$ cat config.mk
export PLATFORM = sky130hd
export DESIGN_NAME = burst_col_seq
export DESIGN_NICKNAME = d
export VERILOG_FILES = /design/src/rtl/bcs_pkg.sv /design/src/rtl/bcs_mode_decode.sv /design/src/rtl/bcs_burst_ctl.sv /design/src/rtl/bcs_addr_gen.sv /design/src/rtl/burst_col_seq.sv
export SDC_FILE = /design/constraint.sdc
export NUM_CORES = 1
export LEC_CHECK = 0
export ABC_AREA = 0
export CAP_MARGIN = 40
export CORE_ASPECT_RATIO = 1.1
export CORE_MARGIN = 1
export CORE_UTILIZATION = 41
export DETAILED_ROUTE_END_ITERATION = 8
export PLACE_DENSITY = 0.78
export SYNTH_ARGS = -nofsm -noshare
export SYNTH_HDL_FRONTEND = slang
export SYNTH_SLANG_ARGS = --single-unit
$ cat constraint.sdc
create_clock -name clk -period 2.1 [get_ports clk]
set_input_delay 0.21 -clock clk [delete_from_list [all_inputs] [get_ports clk]]
set_output_delay 0.21 -clock clk [all_outputs]
set_load 0.005 [all_outputs]
$ cat src/rtl/bcs_pkg.sv
// Package: shared field positions and decode helpers for the burst
// column sequencer. Assumes a mode word with length in [2:0],
// order bit at [3] and latency code in [6:4].
package bcs_pkg;

    localparam int LEN_LSB  = 0;
    localparam int ORD_POS  = 3;
    localparam int LAT_LSB  = 4;
    localparam int FIELD_W  = 3;
    localparam int MAX_LG   = 3;   // longest burst is 2**MAX_LG beats

    typedef struct packed {
        logic       ok;
        logic [1:0] lg;            // log2 of the beat count
    } len_dec_t;

    typedef struct packed {
        logic       ok;
        logic [2:0] clks;
    } lat_dec_t;

    // Map a length code to its log2 beat count; reserved codes give ok=0.
    function automatic len_dec_t decode_len(input logic [FIELD_W-1:0] code);
        len_dec_t r;
        case (code)
            3'b001:  r = '{ok: 1'b1, lg: 2'd1};
            3'b010:  r = '{ok: 1'b1, lg: 2'd2};
            3'b011:  r = '{ok: 1'b1, lg: 2'd3};
            default: r = '{ok: 1'b0, lg: 2'd0};
        endcase
        return r;
    endfunction

    // Map a latency code to a clock count; reserved codes give ok=0.
    function automatic lat_dec_t decode_lat(input logic [FIELD_W-1:0] code);
        lat_dec_t r;
        case (code)
            3'b100:  r = '{ok: 1'b1, clks: 3'd4};
            3'b101:  r = '{ok: 1'b1, clks: 3'd5};
            default: r = '{ok: 1'b0, clks: 3'd0};
        endcase
        return r;
    endfunction

endpackage

$ cat src/rtl/bcs_mode_decode.sv
// Mode decoder: splits the programmed mode word into burst length,
// burst order and read latency. Purely combinational; assumes the
// word is held stable by its owner between programming events.
module bcs_mode_decode
    import bcs_pkg::*;
#(
    parameter int MODE_W = 12
) (
    input  logic [MODE_W-1:0] mode_word,
    output logic              len_ok,
    output logic [1:0]        len_lg,
    output logic              interleave,
    output logic              lat_ok,
    output logic [2:0]        lat_clks
);

    len_dec_t len_d;
    lat_dec_t lat_d;

    // Field extraction and table lookup.
    always_comb begin
        len_d      = decode_len(mode_word[LEN_LSB +: FIELD_W]);
        lat_d      = decode_lat(mode_word[LAT_LSB +: FIELD_W]);
        len_ok     = len_d.ok;
        len_lg     = len_d.lg;
        interleave = mode_word[ORD_POS];
        lat_ok     = lat_d.ok;
        lat_clks   = lat_d.clks;
    end

endmodule

$ cat src/rtl/bcs_burst_ctl.sv
// Burst controller: captures the access on start, counts beats and
// flags the final one. A start with a reserved length is refused with
// a one-cycle error and stops any running burst. Assumes start is a
// single-cycle strobe from the command path.
module bcs_burst_ctl
    import bcs_pkg::*;
#(
    parameter int COL_W = 9
) (
    input  logic              clk,
    input  logic              rst_n,
    input  logic              start,
    input  logic [COL_W-1:0]  start_col,
    input  logic              is_write,
    input  logic              len_ok,
    input  logic [1:0]        len_lg,
    input  logic              interleave,
    output logic              active,
    output logic [MAX_LG-1:0] beat,
    output logic [1:0]        lg_q,
    output logic              inter_q,
    output logic [COL_W-1:0]  base_q,
    output logic              wr_q,
    output logic              last,
    output logic              err_q
);

    logic [MAX_LG-1:0] beat_end;

    // Index of the final beat for the captured length.
    always_comb begin
        beat_end = MAX_LG'((1 << lg_q) - 1);
        last     = active && (beat == beat_end);
    end

    // Capture on start, advance the beat index, end on the final beat.
    always_ff @(posedge clk) begin
        if (!rst_n) begin
            active  <= 1'b0;
            beat    <= '0;
            lg_q    <= 2'd0;
            inter_q <= 1'b0;
            base_q  <= '0;
            wr_q    <= 1'b0;
            err_q   <= 1'b0;
        end else begin
            err_q <= 1'b0;
            if (start) begin
                if (len_ok) begin
                    active  <= 1'b1;
                    beat    <= '0;
                    lg_q    <= len_lg;
                    inter_q <= interleave;
                    base_q  <= start_col;
                    wr_q    <= is_write;
                end else begin
                    active <= 1'b0;
                    beat   <= '0;
                    err_q  <= 1'b1;
                end
            end else if (active) begin
                if (last) begin
                    active <= 1'b0;
                    beat   <= '0;
                end else begin
                    beat <= beat + 1'b1;
                end
            end
        end
    end

    // a refused start leaves no burst running.
    p_err_ends_burst_r7: assert property (@(posedge clk) disable iff (!rst_n)
        err_q |-> !active);

    // the beat index never passes the captured burst length.
    p_beat_in_range_r1: assert property (@(posedge clk) disable iff (!rst_n)
        active |-> (beat <= beat_end));

endmodule

$ cat src/rtl/bcs_addr_gen.sv
// Address generator: forms the column of the current beat. Bits above
// the burst block come from the captured column; the low bits follow
// the sequential (wrapping add) or interleaved (XOR) order. Assumes
// COL_W exceeds the widest offset.
module bcs_addr_gen
    import bcs_pkg::*;
#(
    parameter int COL_W = 9
) (
    input  logic [COL_W-1:0]  base,
    input  logic [MAX_LG-1:0] beat,
    input  logic [1:0]        lg,
    input  logic              inter,
    output logic [COL_W-1:0]  addr
);

    localparam int OFF_W = MAX_LG;

    logic [OFF_W-1:0] low_seq;
    logic [OFF_W-1:0] low_int;
    logic [OFF_W-1:0] low_sel;

    // Candidate offsets for both orders.
    always_comb begin
        low_seq = base[OFF_W-1:0] + beat;
        low_int = base[OFF_W-1:0] ^ beat;
        low_sel = inter ? low_int : low_seq;
    end

    // Per offset bit: inside the block take the ordered value, else hold.
    for (genvar i = 0; i < OFF_W; i++) begin : g_off
        assign addr[i] = ({1'b0, lg} > 3'(i)) ? low_sel[i] : base[i];
    end

    assign addr[COL_W-1:OFF_W] = base[COL_W-1:OFF_W];

endmodule

$ cat src/rtl/burst_col_seq.sv
// Top of the burst column sequencer: decodes the mode word, runs the
// beat controller and presents one column per clock with a done
// pulse on the last beat. Assumes a synchronous active-low reset.
module burst_col_seq
    import bcs_pkg::*;
#(
    parameter int MODE_W = 12,
    parameter int COL_W  = 9
) (
    input  logic              clk,
    input  logic              rst_n,
    input  logic [MODE_W-1:0] mode_word,
    input  logic              start,
    input  logic [COL_W-1:0]  start_col,
    input  logic              is_write,
    output logic              col_valid,
    output logic [COL_W-1:0]  col_addr,
    output logic              col_wr,
    output logic              done,
    output logic              burst_err,
    output logic              lat_ok,
    output logic [2:0]        lat_clks
);

    logic              len_ok;
    logic [1:0]        len_lg;
    logic              interleave;
    logic              active;
    logic [MAX_LG-1:0] beat;
    logic [1:0]        lg_q;
    logic              inter_q;
    logic [COL_W-1:0]  base_q;
    logic              wr_q;
    logic              last;
    logic              err_q;
    logic [MAX_LG-1:0] off_mask;

    bcs_mode_decode #(.MODE_W(MODE_W)) u_dec (
        .mode_word  (mode_word),
        .len_ok     (len_ok),
        .len_lg     (len_lg),
        .interleave (interleave),
        .lat_ok     (lat_ok),
        .lat_clks   (lat_clks)
    );

    bcs_burst_ctl #(.COL_W(COL_W)) u_ctl (
        .clk        (clk),
        .rst_n      (rst_n),
        .start      (start),
        .start_col  (start_col),
        .is_write   (is_write),
        .len_ok     (len_ok),
        .len_lg     (len_lg),
        .interleave (interleave),
        .active     (active),
        .beat       (beat),
        .lg_q       (lg_q),
        .inter_q    (inter_q),
        .base_q     (base_q),
        .wr_q       (wr_q),
        .last       (last),
        .err_q      (err_q)
    );

    bcs_addr_gen #(.COL_W(COL_W)) u_gen (
        .base  (base_q),
        .beat  (beat),
        .lg    (lg_q),
        .inter (inter_q),
        .addr  (col_addr)
    );

    // Output strobes straight from controller state.
    always_comb begin
        col_valid = active;
        col_wr    = wr_q;
        done      = last;
        burst_err = err_q;
        off_mask  = MAX_LG'((1 << lg_q) - 1);
    end

    // the first beat follows an accepted start and carries its column.
    p_first_beat_r5: assert property (@(posedge clk) disable iff (!rst_n)
        ($past(rst_n) && $past(start) && $past(len_ok)) |->
        (col_valid && col_addr == $past(start_col)));

    // block bits above the widest offset hold across a burst.
    p_upper_fixed_r3: assert property (@(posedge clk) disable iff (!rst_n)
        (col_valid && $past(col_valid) && !$past(start)) |->
        (col_addr[COL_W-1:MAX_LG] == $past(col_addr[COL_W-1:MAX_LG])));

    // in sequential order the offset steps by one, modulo the length.
    p_seq_step_r2: assert property (@(posedge clk) disable iff (!rst_n)
        (col_valid && $past(col_valid) && !$past(start) && !inter_q) |->
        (((col_addr[MAX_LG-1:0] - $past(col_addr[MAX_LG-1:0])) & off_mask)
            == (MAX_LG'(1) & off_mask)));

    // done never lasts two cycles and only comes with a beat.
    p_done_single_r6: assert property (@(posedge clk) disable iff (!rst_n)
        done |=> !done);
    p_done_valid_r6: assert property (@(posedge clk) disable iff (!rst_n)
        done |-> col_valid);

    // an error cycle carries no beat.
    p_err_quiet_r7: assert property (@(posedge clk) disable iff (!rst_n)
        burst_err |-> !col_valid);

endmodule

# == After elaboration in Yosys (flattened, before gate mapping) ==
# Index checks and enable logic that the tools add are counted.
# totals
regBits,18
input_bits,25
out_inout_bits,17
# classes
addsub,3
order_cmp,3
n_eq_ne,6
n_shift,1
n_mux,12
n_bitwise,2
n_reduce_logical,4
# op_table
op,count
one-hot mux 3 bit (3 select lines),1
2-to-1 mux 1 bit,8
one-hot mux 4 bit (2 select lines),1
== test 3 x 2 -> 1 bit (second input constant),2
== test 3 bit (second input constant),2
2-to-1 mux 3 bit,2
greater-than comparator 2 x 1 -> 1 bit (second input constant),2
AND reduction 2 bit,2
adder 3 x 1 -> 3 bit (second input constant),1
adder 3 bit,1
== test 3 x 1 -> 1 bit (second input constant),1
== test 3 bit,1
<< shifter 1 x 2 -> 3 bit (first input constant),1
subtractor 3 x 2 -> 3 bit (second input constant),1
bitwise XOR 3 bit,1
greater-than comparator 2 bit (second input constant),1
OR reduction 2 bit,1
logical AND 1 bit,1
inverter 1 bit,1

# == Longest topological paths before layout ==
# Gate-level depths: netlist of the first run.
# depth
depth_word,7
depth_mapped,7

# == Hierarchy ==
# From an unflattened synthesis of the first run, not the netlist that was laid out.
# hier_totals
hier_cells,129
hier_area_um2,1051.0
# modules_own_cells
mod,n_inst,cells_per_inst,area_each_um2
bcs_burst_ctl,1,98,818.3
bcs_addr_gen,1,22,163.9
bcs_mode_decode,1,9,68.8

# == Least setup slack after synthesis of the first run ==
# No wires, ideal clock.
# synth_timing
kind,register -> output
startpoint,register u_ctl.beat[0]
endpoint,output col_addr[2]
arrival_time_ns,1.556
required_ns,1.890
slack_ns,0.334
path_stages_with_launch,8
path_buffers,0
cell_sequence,dfxtp_1 -> ha_1 -> inv_1 -> fa_1 -> nor2_1 -> xnor2_1 -> and3_2 -> xor2_1
# synth_between
elab_chain_len,3
# synth_rtl
item,line_no,source
"start, declared",bcs_burst_ctl.sv:19,"output logic [MAX_LG-1:0] beat,"
"start signal, assigned",bcs_burst_ctl.sv:66,beat <= beat + 1'b1;
adder 3 bit,bcs_addr_gen.sv:25,low_seq = base[OFF_W-1:0] + beat;
2-to-1 mux 3 bit,bcs_addr_gen.sv:27,low_sel = inter ? low_int : low_seq;
2-to-1 mux 1 bit,bcs_addr_gen.sv:32,"assign addr[i] = ({1'b0, lg} > 3'(i)) ? low_sel[i] : base[i];"
"end, declared",burst_col_seq.sv:17,"output logic [COL_W-1:0] col_addr,"
# No other way between the ends.

# == Final worst setup path of the first run ==
# layout_timing
startpoint,register u_ctl.base_q[0]
endpoint,output col_addr[2]
# layout_between
elab_chain_len,3
# layout_rtl
item,line_no,source
"start, declared",bcs_burst_ctl.sv:22,"output logic [COL_W-1:0] base_q,"
"start signal, assigned",bcs_burst_ctl.sv:54,base_q <= start_col;
adder 3 bit,bcs_addr_gen.sv:25,
2-to-1 mux 3 bit,bcs_addr_gen.sv:27,
2-to-1 mux 1 bit,bcs_addr_gen.sv:32,
# No other way between the ends.

==> results.md, run 1 <==
* Run status: completed
* Vias post-DR at slightly below 900
* Antenna diodes at 0
* Final nets at approximately 180
* Inst Count DP at between 150 and 200
* Distinct cell type count after synthesis at 32
* Largest fanout on the critical path at 2
* YS warnings at 0
* Clock share of power at between 30% and 40%
* Routed WL at about 2.1 mm
* Drt drc at 0
* Final Util at just over 60%
* Internal Dissipation at around 0.00054 W
* HPWL after DPL at between 1.5 and 2 mm
* Finished Layout Cells at 179
* Initial Util at between 40% and 50%
* Setup TNS at 0 ns
* CORE AREA at 2230 um^2
* P per Cell Area at ~510 nW/um^2
* Via/cell ratio at between 4 and 5
* Synth-to-Final Area Change at 43.32%
* Cell count after synthesis at 115
* Switching share of power at around a quarter
* CP Launch Type: flip-flop
* Clock latency on the worst-skew pair at ~0.30 ns
* Slowest-stage cell, CP: dfxtp_2
* Total track usage at between 10% and 20%
* Die Y at between 50 and 60 um
* HP Class: input pin to flip-flop
* Max cap viols at 0
* RSZ-0062 raised after global routing: true
* Largest net degree at the start of global routing at 13
* Port bufs at 35
* Row Count at 18
* CP Class: flip-flop to primary output
* Endpoints failing setup at 0
* First-pass GRT wire length at about 3.5 mm
* Avg Inst Size Synth at approximately 8.4 um^2
* Crit end category: primary output
* Setup Fix Bufs, Post-CTS at 0
* Worst-case clock buffer depth at 2
* FF+latch count, synth at 18
* Crit share post-route at about 96%
* CTS tree: yes
* Drt wl/cell at 11.80 um
* Peak VDD IR at 0.5204 mV
* CTS buffer count at 3
* H-Tree Depth at 1
* Slowest stage delay, CP at about 0.34 ns
* Switch Pwr at 0.0001665 W
* Antenna violations before repair at 0
* Post-synthesis sequential area ratio at between 30% and 40%
* Critical Path RT at ~1.9 ns
* Multi-input gate area at approximately 530 um^2
* Pins Over Slew Limit at 0
* DR iter-0 viols at 11
* Sink Count at 18
* I/O pin cnt at 42
* # fillers at between 150 and 200
* DP Area at about 1300 um^2
* Final hold violations at 0
* Synth Cell Area at approximately 960 um^2
* Comb pwr share at 17.7%
* Highest clock rate at slightly below 0.5 GHz
* Die W at ~48 um
* Routed Antenna Nets at 0
* Tmin final at between 2 and 2.5 ns
* Post-Layout Inst Area at about 1400 um^2
* Leak at approximately 0.57 nW
* TritonRoute pass-1 iters at 4
* Worst Skew at ~0.0017 ns
* Flop pwr share at 51.8%
* Synthesized net count at between 100 and 150
* Reg clk slew, reported paths at 0.10 ns
* Register area at around 370 um^2
* GPL Wtd Cong at between 0.8 and 0.9
* Share of cells above drive strength 1 at roughly 18%
* Remaining global-route overflow at 0
* Crit path cell chain: ha_1 -> inv_1 -> fa_2 -> nor2_2 -> xnor2_1 -> and3_2 -> xor2_1 -> buf_2
* Vias in the first global route at ~860
* Total die area at roughly 2600 um^2
* Clock root buffer: clkbuf_4
* Arrival @ worst endpoint at between 1.5 and 2 ns
## cells by family (layout without fill, tap and decap cells)
| group | after synthesis | count (layout) | synth area share [%] |
|---|---|---|---|
| buffers and inverters | 18 | 52 | 11.02 |
| muxes | 2 | 2 | 2.205 |
| DFF | 18 | 18 | 37.35 |
| and+or+nand+nor | 43 | 43 | 19.33 |
| xor gates and xnor gates | 3 | 3 | 2.724 |
| adders and majority gates | 4 | 4 | 5.967 |
| other | 1 | 1 | 0.3887 |
| AOI/OAI and AO/OA | 26 | 26 | 21.01 |
## cells in the mapped netlist
master	n	area (um^2)
xnor2_1	2	17.52
nand2_1	28	105.1
a32o_2	1	11.26
clkbuf_1	2	7.510
mux2_2	1	11.26
o211a_1	1	10.01
and2_1	1	6.260
a41o_1	1	10.01
nor2_1	5	18.77
nor3b_1	1	7.510
nand2b_1	1	6.260
buf_2	1	5.000
a31o_2	1	8.760
and3_2	1	7.510
a21boi_0	13	97.59
a211oi_1	1	7.510
ha_1	3	37.54
fa_1	1	20.02
conb_1	1	3.750
nor2b_1	4	25.02
a211oi_2	1	12.51
a41o_2	1	11.26
a21oi_1	2	10.01
inv_1	6	22.52
xor2_1	1	8.760
dfxtp_1	18	360.4
o21ai_0	3	15.01
nor3_1	2	10.01
mux2i_1	1	10.01
buf_6	1	11.26
a22o_1	1	8.760
buf_4	8	60.06
## worst max-delay path: cells and delay by family, from the launching register on
family,cells,cell delay [ns]
adders and majority gates,2,0.46
and+or+nand+nor,2,0.29
DFF,1,0.34
xor gates and xnor gates,2,0.24
buffers and inverters,2,0.18
## cell usage in the layout (no fill, tap or decap)
cell and instances:
a211oi_1 1, a211oi_2 1, a21boi_0 13, a21oi_1 2, a22o_1 1, a31o_2 1
a32o_2 1, a41o_1 1, a41o_2 1, and2_1 1, and3_2 1, buf_2 1
buf_4 7, clkbuf_2 1, clkbuf_4 3, clkbuf_8 1, clkdlybuf4s50_1 32, conb_1 1
dfxtp_1 14, dfxtp_2 4, dlymetal6s2s_1 1, fa_2 1, ha_1 3, inv_1 6
mux2_2 1, mux2i_1 1, nand2_1 28, nand2b_1 1, nor2_1 4, nor2_2 1
nor2b_1 4, nor3_1 1, nor3_4 1, nor3b_4 1, o211a_1 1, o21ai_0 3
xnor2_1 2, xor2_1 1
## through the flow
stage | total power, W | hold WS, ns | setup slack [ns]
final | 0.0007070 | 0.4561 | 0.07730
after global routing | 0.0007441 | 0.4651 | -0.02998
after CTS | 0.0007094 | 0.4584 | -0.04158
after detailed placement | 0.0004970 | 0.4588 | -0.06899
after global placement | 0.0004913 | 0.4491 | -0.004374
after floorplan | 0.0004258 | 0.3427 | 0.3339
## final timing paths
check,startpoint,end,slack [ns],depth (start not counted)
max,u_ctl.base_q[0],col_addr[2],0.08,8
min,start_col[7],u_ctl.base_q[7],0.46,3
max reg2reg,u_ctl.lg_q[0],u_ctl.beat[2],0.69,4
min reg2reg,u_ctl.base_q[7],u_ctl.base_q[7],0.47,2
## per-layer routing
layer / up-vias / wire [um] / track usage, %
met5: - / 0 / 0
met1: 408 / 829 / 20.34
met3: 5 / 130 / 4.437
met2: 29 / 1113 / 36.67
met4: 0 / 39 / 6.944
li1: 443 / - / -
## cell type report
class,count,area share (%)
repair buffers,42,28.60
multi-input cells,79,38.01
inverters,6,1.629
flip-flops and latches,18,26.43
well taps,30,2.715
clock buffers,4,2.624
## repair_timing
action | in CTS | in global routing
hold buffers | 0 | 0
resized for setup | 9 | 9
setup endpoints to repair | 3 | 3
pin swaps | 1 | 2
## flip-flops by register name, indices dropped and copies added (netlist names)
register / flops
u_ctl.active: 1
u_ctl.inter_q: 1
u_ctl.beat: 3
u_ctl.lg_q: 2
u_ctl.err_q: 1
u_ctl.wr_q: 1
u_ctl.base_q: 9
## power groups by stage
stage	logic, W	clock network [W]	registers, W
final	0.000125	0.000216	0.000366
after global routing	0.000138	0.000238	0.000368
after CTS	0.000125	0.000220	0.000365
after detailed placement	0.000125	0	0.000372
after global placement	0.000120	0	0.000372
after floorplan	0.0000564	0	0.000369
Power figures use the tool's default switching activity.
==> inputs of run 2 (changes only) <==
Settings changed: CORE_UTILIZATION 41 to 44, PLACE_DENSITY 0.78 to 0.83.
Clock period 2.1 ns to 2.36 ns, I/O delays scaled along.
==> results.md, run 2 (same netlist as run 1, synthesis figures left out) <==
* Final hold violations at 0 (unchanged)
* Sink Count at 18 (unchanged)
* Final nets at 177 (-1.1%)
* GPL Wtd Cong at 0.7307 (-11%)
* Remaining global-route overflow at 0 (unchanged)
* CTS tree: yes
* Setup Fix Bufs, Post-CTS at 0 (unchanged)
* DP Area at 1304 um^2 (-1.3%)
* Antenna violations before repair at 0 (unchanged)
* Largest fanout on the critical path at 2 (unchanged)
* CTS buffer count at 3 (unchanged)
* Total die area at 2384 um^2 (-6.6%)
* Max cap viols at 0 (unchanged)
* Most common cell after layout, fill and taps aside: clkdlybuf4s50_1
* Tmin final at 2.223 ns
* Largest registers: u_ctl.base_q x9, u_ctl.beat x3, u_ctl.lg_q x2
* HPWL after DPL at 1.452 mm (-12%)
* Routed WL at 1.846 mm (-13%)
* Worst-case clock buffer depth at 2 (unchanged)
* Setup slack, reg-to-reg at 0.88 ns (+0.19 ns)
* Crit path cell chain: ha_1 -> inv_1 -> fa_1 -> nor2_1 -> xnor2_1 -> and3_2 -> xor2_1 -> dlygate4sd2_1
* Die Y at 51.11 um (-3.3%)
* Vias post-DR at 830 (-6.2%)
* Synth-to-Final Area Change at 40.34%
* Highest clock rate at between 0.4 and 0.5 GHz
* RSZ-0062 raised after global routing: false
* Leak at 0.5546 nW (-3.1%)
* DR iter-0 viols at 9 (-2)
* HP Class: flip-flop to flip-flop
* Antenna diodes at 0 (unchanged)
* Drt drc at 0 (unchanged)
* Total track usage at 17.47% (-2.2 points)
* Port bufs at 35 (unchanged)
* Crit share post-route at between 90% and 100%
* Overall power at 0.0006167 W (-13%)
* Reg clk slew, reported paths at 0.10 ns (about the same)
* Largest register by flop count: u_ctl.base_q
* Drt wl/cell at 10.55 um (-11%)
* Share of cells above drive strength 1 at 12.93% (-5.2 points)
* Row Count at 17 (-1)
* Worst Skew at 0.003216 ns (+0.001557 ns)
* Slowest stage delay, CP at 0.36 ns (+0.02 ns)
* Die W at 46.65 um (-3.3%)
* Crit end category: primary output
* Pins Over Slew Limit at 0 (unchanged)
* CP Launch Type: flip-flop
* Clock latency on the worst-skew pair at 0.29 ns (about the same)
* Finished Layout Cells at 175 (-2.2%)
* Inst Count DP at 171 (-2.3%)
* Commonest non-fill, non-tap cells in the layout: clkdlybuf4s50_1 (33), nand2_1 (28), dfxtp_1 (16)
* Post-Layout Inst Area at 1354 um^2 (-2.1%)
* Critical Path RT at 2.12 ns (+0.23 ns)
* P per Cell Area at 455.5 nW/um^2 (-11%)
* Initial Util at 47.24% (+4.0 points)
* CP top delay family: adder cells
* Arrival @ worst endpoint at 1.99 ns (+0.18 ns)
* Peak VDD IR at 0.3528 mV (-32%)
* Worst path buffer plus inverter count at 2 (unchanged)
* Slowest-stage cell, CP: fa_1
* First-pass GRT wire length at 3.056 mm (-13%)
* H-Tree Depth at 1 (unchanged)
* Clock root buffer: clkbuf_4
* Via/cell ratio at 4.743 (-4.1%)
* I/O pin cnt at 42 (unchanged)
* Routed Antenna Nets at 0 (unchanged)
* CP Class: flip-flop to primary output
* TritonRoute pass-1 iters at 4 (unchanged)
* Max reg flops at 9 (unchanged)
* Setup TNS at 0 ns (unchanged)
* # hold bufs at CTS at 0 (unchanged)
* CORE AREA at 2042 um^2 (-8.4%)
* Run status: completed
* Endpoints failing setup at 0 (unchanged)
* Largest net degree at the start of global routing at 18 (+5)
* Vias in the first global route at 754 (-13%)
## run 2: through the flow
step	util [%]	setup slack, ns	hold slack [ns]
2_1_floorplan	-	0.5679	0.3687
6_report	66.30	0.1373	0.4669
3_3_place_gp	63.48	0.1919	0.4517
3_5_place_dp	63.85	0.1763	0.4585
4_1_cts	65.93	0.04715	0.4727
5_1_grt	66.30	0.005986	0.4817
## run 2: routing by layer
| layer | wire length [um] | share of wire [%] | global-route usage (%) | vias to the layer above |
|---|---|---|---|---|
| met2 | 971 | 53 | 30.09 | 18 |
| li1 | - | - | - | 438 |
| met1 | 813 | 44 | 21.15 | 372 |
| met5 | 0 | 0 | 0 | - |
| met4 | 15 | 0.81 | 5.714 | 0 |
| met3 | 46 | 2.5 | 3.180 | 2 |
## run 2: final timing paths
kind | cells past startpoint | to | start
worst max-delay path | 8 | col_addr[2] | u_ctl.base_q[0]
worst min-delay path | 2 | u_ctl.wr_q | u_ctl.wr_q
worst max register to register | 4 | u_ctl.beat[2] | u_ctl.lg_q[0]
worst min register to register | 2 | u_ctl.wr_q | u_ctl.wr_q
## run 2: tightest hold or removal path, delay by kind of cell, from the launching register on
kind / cells / cell delay, ns
compound gates: 1 / 0.06
flops: 1 / 0.32
simple gates: 1 / 0.04
## run 2: area by class of cell
type,count,area [um^2]
Clock buffer,4,36.28
Fill cell,181,688.2
Multi-Input combinational cell,79,508.0
Sequential cell,18,362.8
Timing Repair Buffer,40,389.1
Inverter,6,22.52
Tap cell,28,35.03
## run 2: report_power, final
| part | switching, W | internal [W] | leakage (nW) |
|---|---|---|---|
| clock network | 0.0000927 | 0.0000939 | 0.0210 |
| registers | 0.00000977 | 0.000315 | 0.148 |
| logic | 0.0000369 | 0.0000684 | 0.386 |
| total | 0.000139 | 0.000477 | 0.555 |
## run 2: timing repair
| action | CTS | global route |
|---|---|---|
| gates resized for setup | 4 | 3 |
| pin swaps | 1 | 0 |
| endpoints found under the hold margin | 0 | 0 |
| setup endpoints to repair | 2 | 2 |
